[config.mk]
export PLATFORM = sky130hd
export DESIGN_NAME = swbank_out_sel
export DESIGN_NICKNAME = d
export VERILOG_FILES = /design/src/rtl/swbank_pkg.sv /design/src/rtl/swbank_pullup.sv /design/src/rtl/swbank_selctl.sv /design/src/rtl/swbank_outstage.sv /design/src/rtl/swbank_out_sel.sv
export SDC_FILE = /design/constraint.sdc
export NUM_CORES = 1
export LEC_CHECK = 0
export BUFFER_PORTS_ARGS = -buffer_cell sky130_fd_sc_hd__buf_2
export CAP_MARGIN = 20
export CORE_MARGIN = 1
export CORE_UTILIZATION = 40
export DETAILED_ROUTE_END_ITERATION = 6
export GPL_ROUTABILITY_DRIVEN = 1
export GPL_TIMING_DRIVEN = 0
export PLACE_DENSITY = 0.81
export SYNTH_ARGS = -nofsm -noshare
export SYNTH_HDL_FRONTEND = slang
export SYNTH_SLANG_ARGS = --single-unit
[constraint.sdc]
create_clock -name clk -period 3.7 [get_ports clk]
set_clock_uncertainty 0.15 [all_clocks]
set_input_delay 0.185 -clock clk [delete_from_list [all_inputs] [get_ports clk]]
set_output_delay 0.185 -clock clk [all_outputs]
set_load 0.02 [all_outputs]
[src/rtl/swbank_pkg.sv]
package swbank_pkg;
  // Host control word: enable plus two select values
  typedef struct packed {
    logic en;
    logic sel1;
    logic sel0;
  } hctl_t;

  localparam int SEL_W = 2;
  localparam hctl_t HCTL_RESET = '{en: 1'b0, sel1: 1'b0, sel0: 1'b0};
endpackage

[src/rtl/swbank_pullup.sv]
module swbank_pullup #(
  parameter int W = 5
) (
  input  logic [W-1:0] raw,
  input  logic [W-1:0] drv,
  output logic [W-1:0] val
);
  // An undriven line reads as logic 1
  for (genvar i = 0; i < W; i++) begin : g_bit
    assign val[i] = drv[i] ? raw[i] : 1'b1;
  end
endmodule

[src/rtl/swbank_selctl.sv]
module swbank_selctl
  import swbank_pkg::*;
(
  input  logic             clk,
  input  logic             rst,
  input  logic             wr,
  input  hctl_t            wdata,
  input  logic [SEL_W-1:0] pin_sel,
  output hctl_t            hctl_q,
  output logic [SEL_W-1:0] eff_sel
);
  always_ff @(posedge clk) begin
    if (rst)     hctl_q <= HCTL_RESET;
    else if (wr) hctl_q <= wdata;
  end

  always_comb begin
    if (hctl_q.en) eff_sel = {hctl_q.sel1, hctl_q.sel0};
    else           eff_sel = pin_sel;
  end
endmodule

[src/rtl/swbank_outstage.sv]
module swbank_outstage #(
  parameter int GRP_W = 5
) (
  input  logic             clk,
  input  logic             rst,
  input  logic [1:0]       eff_sel,
  input  logic [GRP_W-1:0] sw_val,
  input  logic [GRP_W:0]   cfg0,
  input  logic [GRP_W:0]   cfg1,
  output logic [GRP_W-1:0] grp_q,
  output logic             solo_q,
  output logic [GRP_W-1:0] sw_rd_q
);
  localparam int SOLO_BIT = GRP_W;

  logic [GRP_W:0] stored_pick;
  logic           pick_sw;

  // select1 high picks word 0, low picks word 1
  assign stored_pick = eff_sel[1] ? cfg0 : cfg1;
  assign pick_sw     = eff_sel[0];

  always_ff @(posedge clk) begin
    if (rst) begin
      grp_q   <= '0;
      solo_q  <= 1'b0;
      sw_rd_q <= '0;
    end else begin
      sw_rd_q <= sw_val;
      grp_q   <= pick_sw ? sw_val : stored_pick[GRP_W-1:0];
      // transparent while stored data selected, holds otherwise
      if (!pick_sw) solo_q <= stored_pick[SOLO_BIT];
    end
  end
endmodule

[src/rtl/swbank_out_sel.sv]
module swbank_out_sel #(
  parameter int GRP_W = 5
) (
  input  logic             clk,
  input  logic             rst,
  input  logic [1:0]       sel_pin,
  input  logic [1:0]       sel_drv,
  input  logic [GRP_W-1:0] sw_in,
  input  logic [GRP_W-1:0] sw_drv,
  input  logic [GRP_W:0]   cfg0,
  input  logic [GRP_W:0]   cfg1,
  input  logic             ovr_wr,
  input  logic [2:0]       ovr_wdata,
  output logic [GRP_W-1:0] grp_out,
  output logic             solo_out,
  output logic [GRP_W-1:0] sw_rd
);
  import swbank_pkg::*;

  logic [1:0]       sel_res;
  logic [GRP_W-1:0] sw_res;
  logic [1:0]       eff_sel;
  hctl_t            hctl_q;

  swbank_pullup #(.W(2)) u_selpu (
    .raw(sel_pin), .drv(sel_drv), .val(sel_res)
  );

  swbank_pullup #(.W(GRP_W)) u_swpu (
    .raw(sw_in), .drv(sw_drv), .val(sw_res)
  );

  swbank_selctl u_ctl (
    .clk(clk), .rst(rst), .wr(ovr_wr), .wdata(hctl_t'(ovr_wdata)),
    .pin_sel(sel_res), .hctl_q(hctl_q), .eff_sel(eff_sel)
  );

  swbank_outstage #(.GRP_W(GRP_W)) u_out (
    .clk(clk), .rst(rst), .eff_sel(eff_sel), .sw_val(sw_res),
    .cfg0(cfg0), .cfg1(cfg1),
    .grp_q(grp_out), .solo_q(solo_out), .sw_rd_q(sw_rd)
  );
endmodule

Word-level counts from Yosys, hierarchy flattened
Index checks and enable logic that the tools add are counted.
{"block": "totals", "ff_bits": 14, "in_bits": 32, "output_inout_bits": 11, "elab_cells": 16}
{"block": "classes", "mux": 10}
{"cell": "1-bit 2-to-1 mux", "n": 7}
{"cell": "6-bit 2-to-1 mux", "n": 1}
{"cell": "5-bit 2-to-1 mux", "n": 1}
{"cell": "2-bit 2-to-1 mux", "n": 1}

Longest topological paths before layout
{"block": "depth", "word_depth": 4, "depth_mapped": 4, "depth_no_buf": 3}

Modules after synthesis
From an unflattened synthesis, not the netlist that was laid out.
{"block": "unflattened", "cells_unflattened": 55, "area_unflattened_um2": 580.6}
{"mod": "swbank_outstage", "n_inst": 1, "cells_per_inst": 37, "area_per_inst_um2": 412.9, "seq_area_each_um2": 220.2}
{"mod": "swbank_selctl", "n_inst": 1, "cells_per_inst": 11, "area_per_inst_um2": 123.9, "seq_area_each_um2": 60.1}
{"mod": "swbank_pullup (u_swpu)", "n_inst": 1, "cells_per_inst": 5, "area_per_inst_um2": 31.3, "seq_area_each_um2": 0.0}
{"mod": "swbank_pullup (u_selpu)", "n_inst": 1, "cells_per_inst": 2, "area_per_inst_um2": 12.5, "seq_area_each_um2": 0.0}

Least setup slack after synthesis
No wires, ideal clock.
{"block": "synth_path", "kind": "flip-flop to flip-flop", "start": "register u_ctl.hctl_q[2] (netlist name)", "end": "register u_out.solo_q", "setup_ps": 136, "arrival_time_ps": 1020, "required_ps": 3414, "path_slack_ps": 2394, "stages_incl_launch_ff": 5, "n_path_buf": 1, "period_less_slack_ps": 1306, "cell_sequence": "dfxtp_1 > or3b_1 > buf_2 > nand3_1 > a311oi_2"}
{"block": "synth_via", "elab_chain_cells": 2}
{"element": "2-bit 2-to-1 mux (*)", "line": "swbank_selctl.sv:18", "source": "if (hctl_q.en) eff_sel = {hctl_q.sel1, hctl_q.sel0};"}
{"element": "6-bit 2-to-1 mux", "line": "swbank_outstage.sv:20", "source": "assign stored_pick = eff_sel[1] ? cfg0 : cfg1;"}
{"element": "to (signal assigned)", "line": "swbank_outstage.sv:32", "source": "if (!pick_sw) solo_q <= stored_pick[SOLO_BIT];"}
{"element": "to (decl)", "line": "swbank_outstage.sv:11", "source": "output logic solo_q,"}
Mark *: on every way between the ends. The rest lies on a longest branch, timed or not.
A chain may end at the register's enable or synchronous reset.

Final worst setup path
{"block": "layout_path", "start": "input port rst", "end": "register u_out.sw_rd_q[2]"}
{"element": "from (decl)", "line": "swbank_out_sel.sv:5", "source": "input logic rst,"}
{"element": "to (signal assigned)", "line": "swbank_outstage.sv:29", "source": "sw_rd_q <= sw_val;"}
{"element": "to (decl)", "line": "swbank_outstage.sv:12", "source": "output logic [GRP_W-1:0] sw_rd_q"}
No word-level cell between the ends.

==> results.yml <==
cts:
  numCtsBuffers: 3
  cts_resized: 0
  cts_num_sinks: 14
  cts_root_buf: "clkbuf_4"
  cts_setup_buffers: 0
  worstSkewPairLatency_ps: 280
  ctsHtreeMaxLevel: 1
  cts_tree: "done"
  clk_pin_slew_ps: 80
  ctsHoldBuffers: 13
  clk_path_buf_depth: 2
timing:
  fmax_mhz: 522
  fin_crit_sh_pct: 51.8
  min_period_ps: 1920
  maxSlewHeadroom_pct: 66.0
  fin_setup_tns_ps: 0
  finalHoldViolCount: 0
  slew_viol_final: 0
  fin_hold_ws_ps: 9.37
  tightest_slew_ps: 510
  finalSetupViolCount: 0
  rsz0062_at_grt: "false"
synthesis:
  ys_seq_area_share_pct: 44.5
  synth_cell_types: 20
  synth_top_family_by_area: "simple AND/OR/NAND/NOR gates"
  synthMuxAreaShare_pct: 4.77
  synth_top_area_share_pct: 44.5
  synth-compound-area-share_pct: 19.1
  avgSynthCellArea_sq_um: 9.83
  yosys.area_share.simple_pct: 25.4
  synth_adder_area_share_pct: 0
  synth_warnings: 0
  synth_cells: 64
  synthXorXnorAreaFrac_pct: 0
  syn_area_sq_um: 629
  yosys.area.top_type: "dfxtp_1"
  synth_nets: 96
  synth-seq-cells: 14
  synth.area.top_cells: "dfxtp_1 (45%), nor4b_1 (7.0%), a311oi_1 (5.6%)"
global_route:
  grt_max_degree: 11
  antenna_found_initial: 0
  grt_pass1_wl_um: 2970
  grt_use_total_pct: 22.2
  grt_use_met3_pct: 6.52
  top_usage_layer: "met2"
  gr-total-overflow: 0
  grt_use_met2_pct: 39.1
  gr-usage-met1_pct: 25.4
  grt_pass1_vias: 701
critical_path:
  slowest_delay_ps: 580
  crit_buf_inv: 4
  start_kind: "input port"
  cp_max_fo: 10
  critical_path.top_delay_family: "buffers and inverters"
  critical_path_arrival_ps: 1930
  critical_path.cell_chain: "dlygate4sd3_1, buf_2, buf_1, a21oi_1, dlygate4sd3_1"
  critical_path_class: "input port to flop"
  worstPathRequired_ps: 3720
  r2r-end: "u_out.grp_q[2]"
  crit_slowest_cell: "dlygate4sd3_1"
  rr_startpoint: "u_ctl.hctl_q[2]"
  worstRegToRegCells: 4
  cpMostUsedCell: "dlygate4sd3_1"
  endpoint_kind: "flop"
  r2r_slack_ps: 2170
route:
  avgRoutedWirePerCell_um: 12.9
  first_pass_iters: 4
  vias: 713
  vias_per_cell: 5.17
  wl_um: 1780
  drtAntennaViolNets: 0
  drtIter0Drc: 16
  drc_errors: 0
die:
  initial_core_util_pct: 45.5
  num_rows: 13
  fp.dieW_um: 41.7
  io_pins: 43
  coreArea_sq_um: 1380
  dieArea_sq_um: 1740
  die_h_um: 41.7
power_and_ir_drop:
  p_comb_share_pct: 24.8
  clockPowerShare_pct: 29.7
  irDropWorstVdd_uv: 218
  switchingPower_w: 0.0000989
  pwr_density_cell_nw_per_um2: 358
  p_leak_nw: 0.498
  power_frac_seq_pct: 45.5
  p_sw_share_pct: 26.9
  internal_power_w: 0.000268
final_layout:
  num-fill-cells: 108
  layout-drive-gt1-share_pct: 43.9
  multi_input_area_sq_um: 310
  seqCellArea_sq_um: 280
  final_cell_mix: "buf_2 (43), dfxtp_1 (14), dlygate4sd3_1 (13)"
  mostFrequentLayoutCell: "buf_2"
  final_util_pct: 74.1
  n_antenna_cell: 0
  nNetsFinal: 156
  areaGrowthSynthToFinish_pct: 62.8
run:
  cap_viol_max_count: 0
min_path:
  worst_hold_path_type: "input port to flop"
  holdPathEnd: "u_out.sw_rd_q[3]"
  min_from: "sw_in[3]"
  min_path_cells: 3
placed_design:
  port_buffers: 42
  gp_congestion: 0.838
  hpwl_um: 1260
run_status:
  outcome: "finished, final reports clean"
==> final cells by class <==
cell class              count  share of cell area, %
plain buffers               3                   1.95
clock buffers               4                   3.54
inverters                   5                   1.83
multi-input cells          42                   30.3
flip-flops and latches     14                   27.4
well taps                  15                   1.83
repair buffers             55                   33.2
==> worst max-delay path by stage <==
stage,startpoint,slack (ps),depth (start not counted),endpoint
2_1_floorplan,u_ctl.hctl_q[2],2390,4,u_out.solo_q
3_3_place_gp,u_ctl.hctl_q[2],2190,4,u_out.solo_q
3_5_place_dp,u_ctl.hctl_q[2],2200,4,u_out.solo_q
4_1_cts,rst,1820,5,u_out.sw_rd_q[4]
5_1_grt,rst,1680,5,u_out.sw_rd_q[0]
6_report,rst,1780,5,u_out.sw_rd_q[2]
==> through the flow <==
step           cell area [sq um]  instances  power, W  setup slack [ps]
2_1_floorplan                629         64  0.000216              2390
3_3_place_gp                 858        121  0.000248              2190
3_5_place_dp                 858        121  0.000250              2200
4_1_cts                     1020        138  0.000370              1820
5_1_grt                     1020        138  0.000387              1680
6_report                    1020        138  0.000367              1780
==> per-layer routing <==
metal	wire [um]	up-vias
met5	0	-
met4	23	0
met3	121	4
met2	942	36
met1	696	317
li1	-	356
==> cells by family (layout without fill, tap and decap cells) <==
logic type	count (synthesis)	after routing
AO/OA/AOI/OAI	17	17
buffers and inverters	8	67
flip-flops	14	14
multiplexers	3	3
AND/OR/NAND/NOR	22	22
==> tightest hold or removal path, stage by stage <==
cell	delay, ps
buf_2	110
inv_1	50
a21oi_1	50
==> registers in the layout (all words and copies together) (netlist names) <==
name / flops
u_out.sw_rd_q: 5
u_out.grp_q: 5
u_ctl.hctl_q: 3
u_out.solo_q: 1
==> power by group through the flow <==
| stage | clock network (W) | logic, W | registers [W] |
|---|---|---|---|
| CTS | 0.000112 | 0.0000904 | 0.000167 |
| floorplan | 0 | 0.0000322 | 0.000184 |
| detailed placement | 0 | 0.0000793 | 0.000171 |
| global placement | 0 | 0.0000774 | 0.000171 |
| global route | 0.000119 | 0.0000990 | 0.000168 |
| finish | 0.000109 | 0.0000909 | 0.000167 |
==> synthesized netlist by cell type (all sizes together) <==
cell,n
nor3,1
dfxtp,14
nand3,6
or3b,1
mux2i,3
nor2,3
a21oi,5
or2,1
inv,5
nor2b,2
or2b,1
buf,3
a311oi,6
nor3b,2
nor4b,5
o21ai,6
Note: power is estimated with default switching activity, not from simulation.
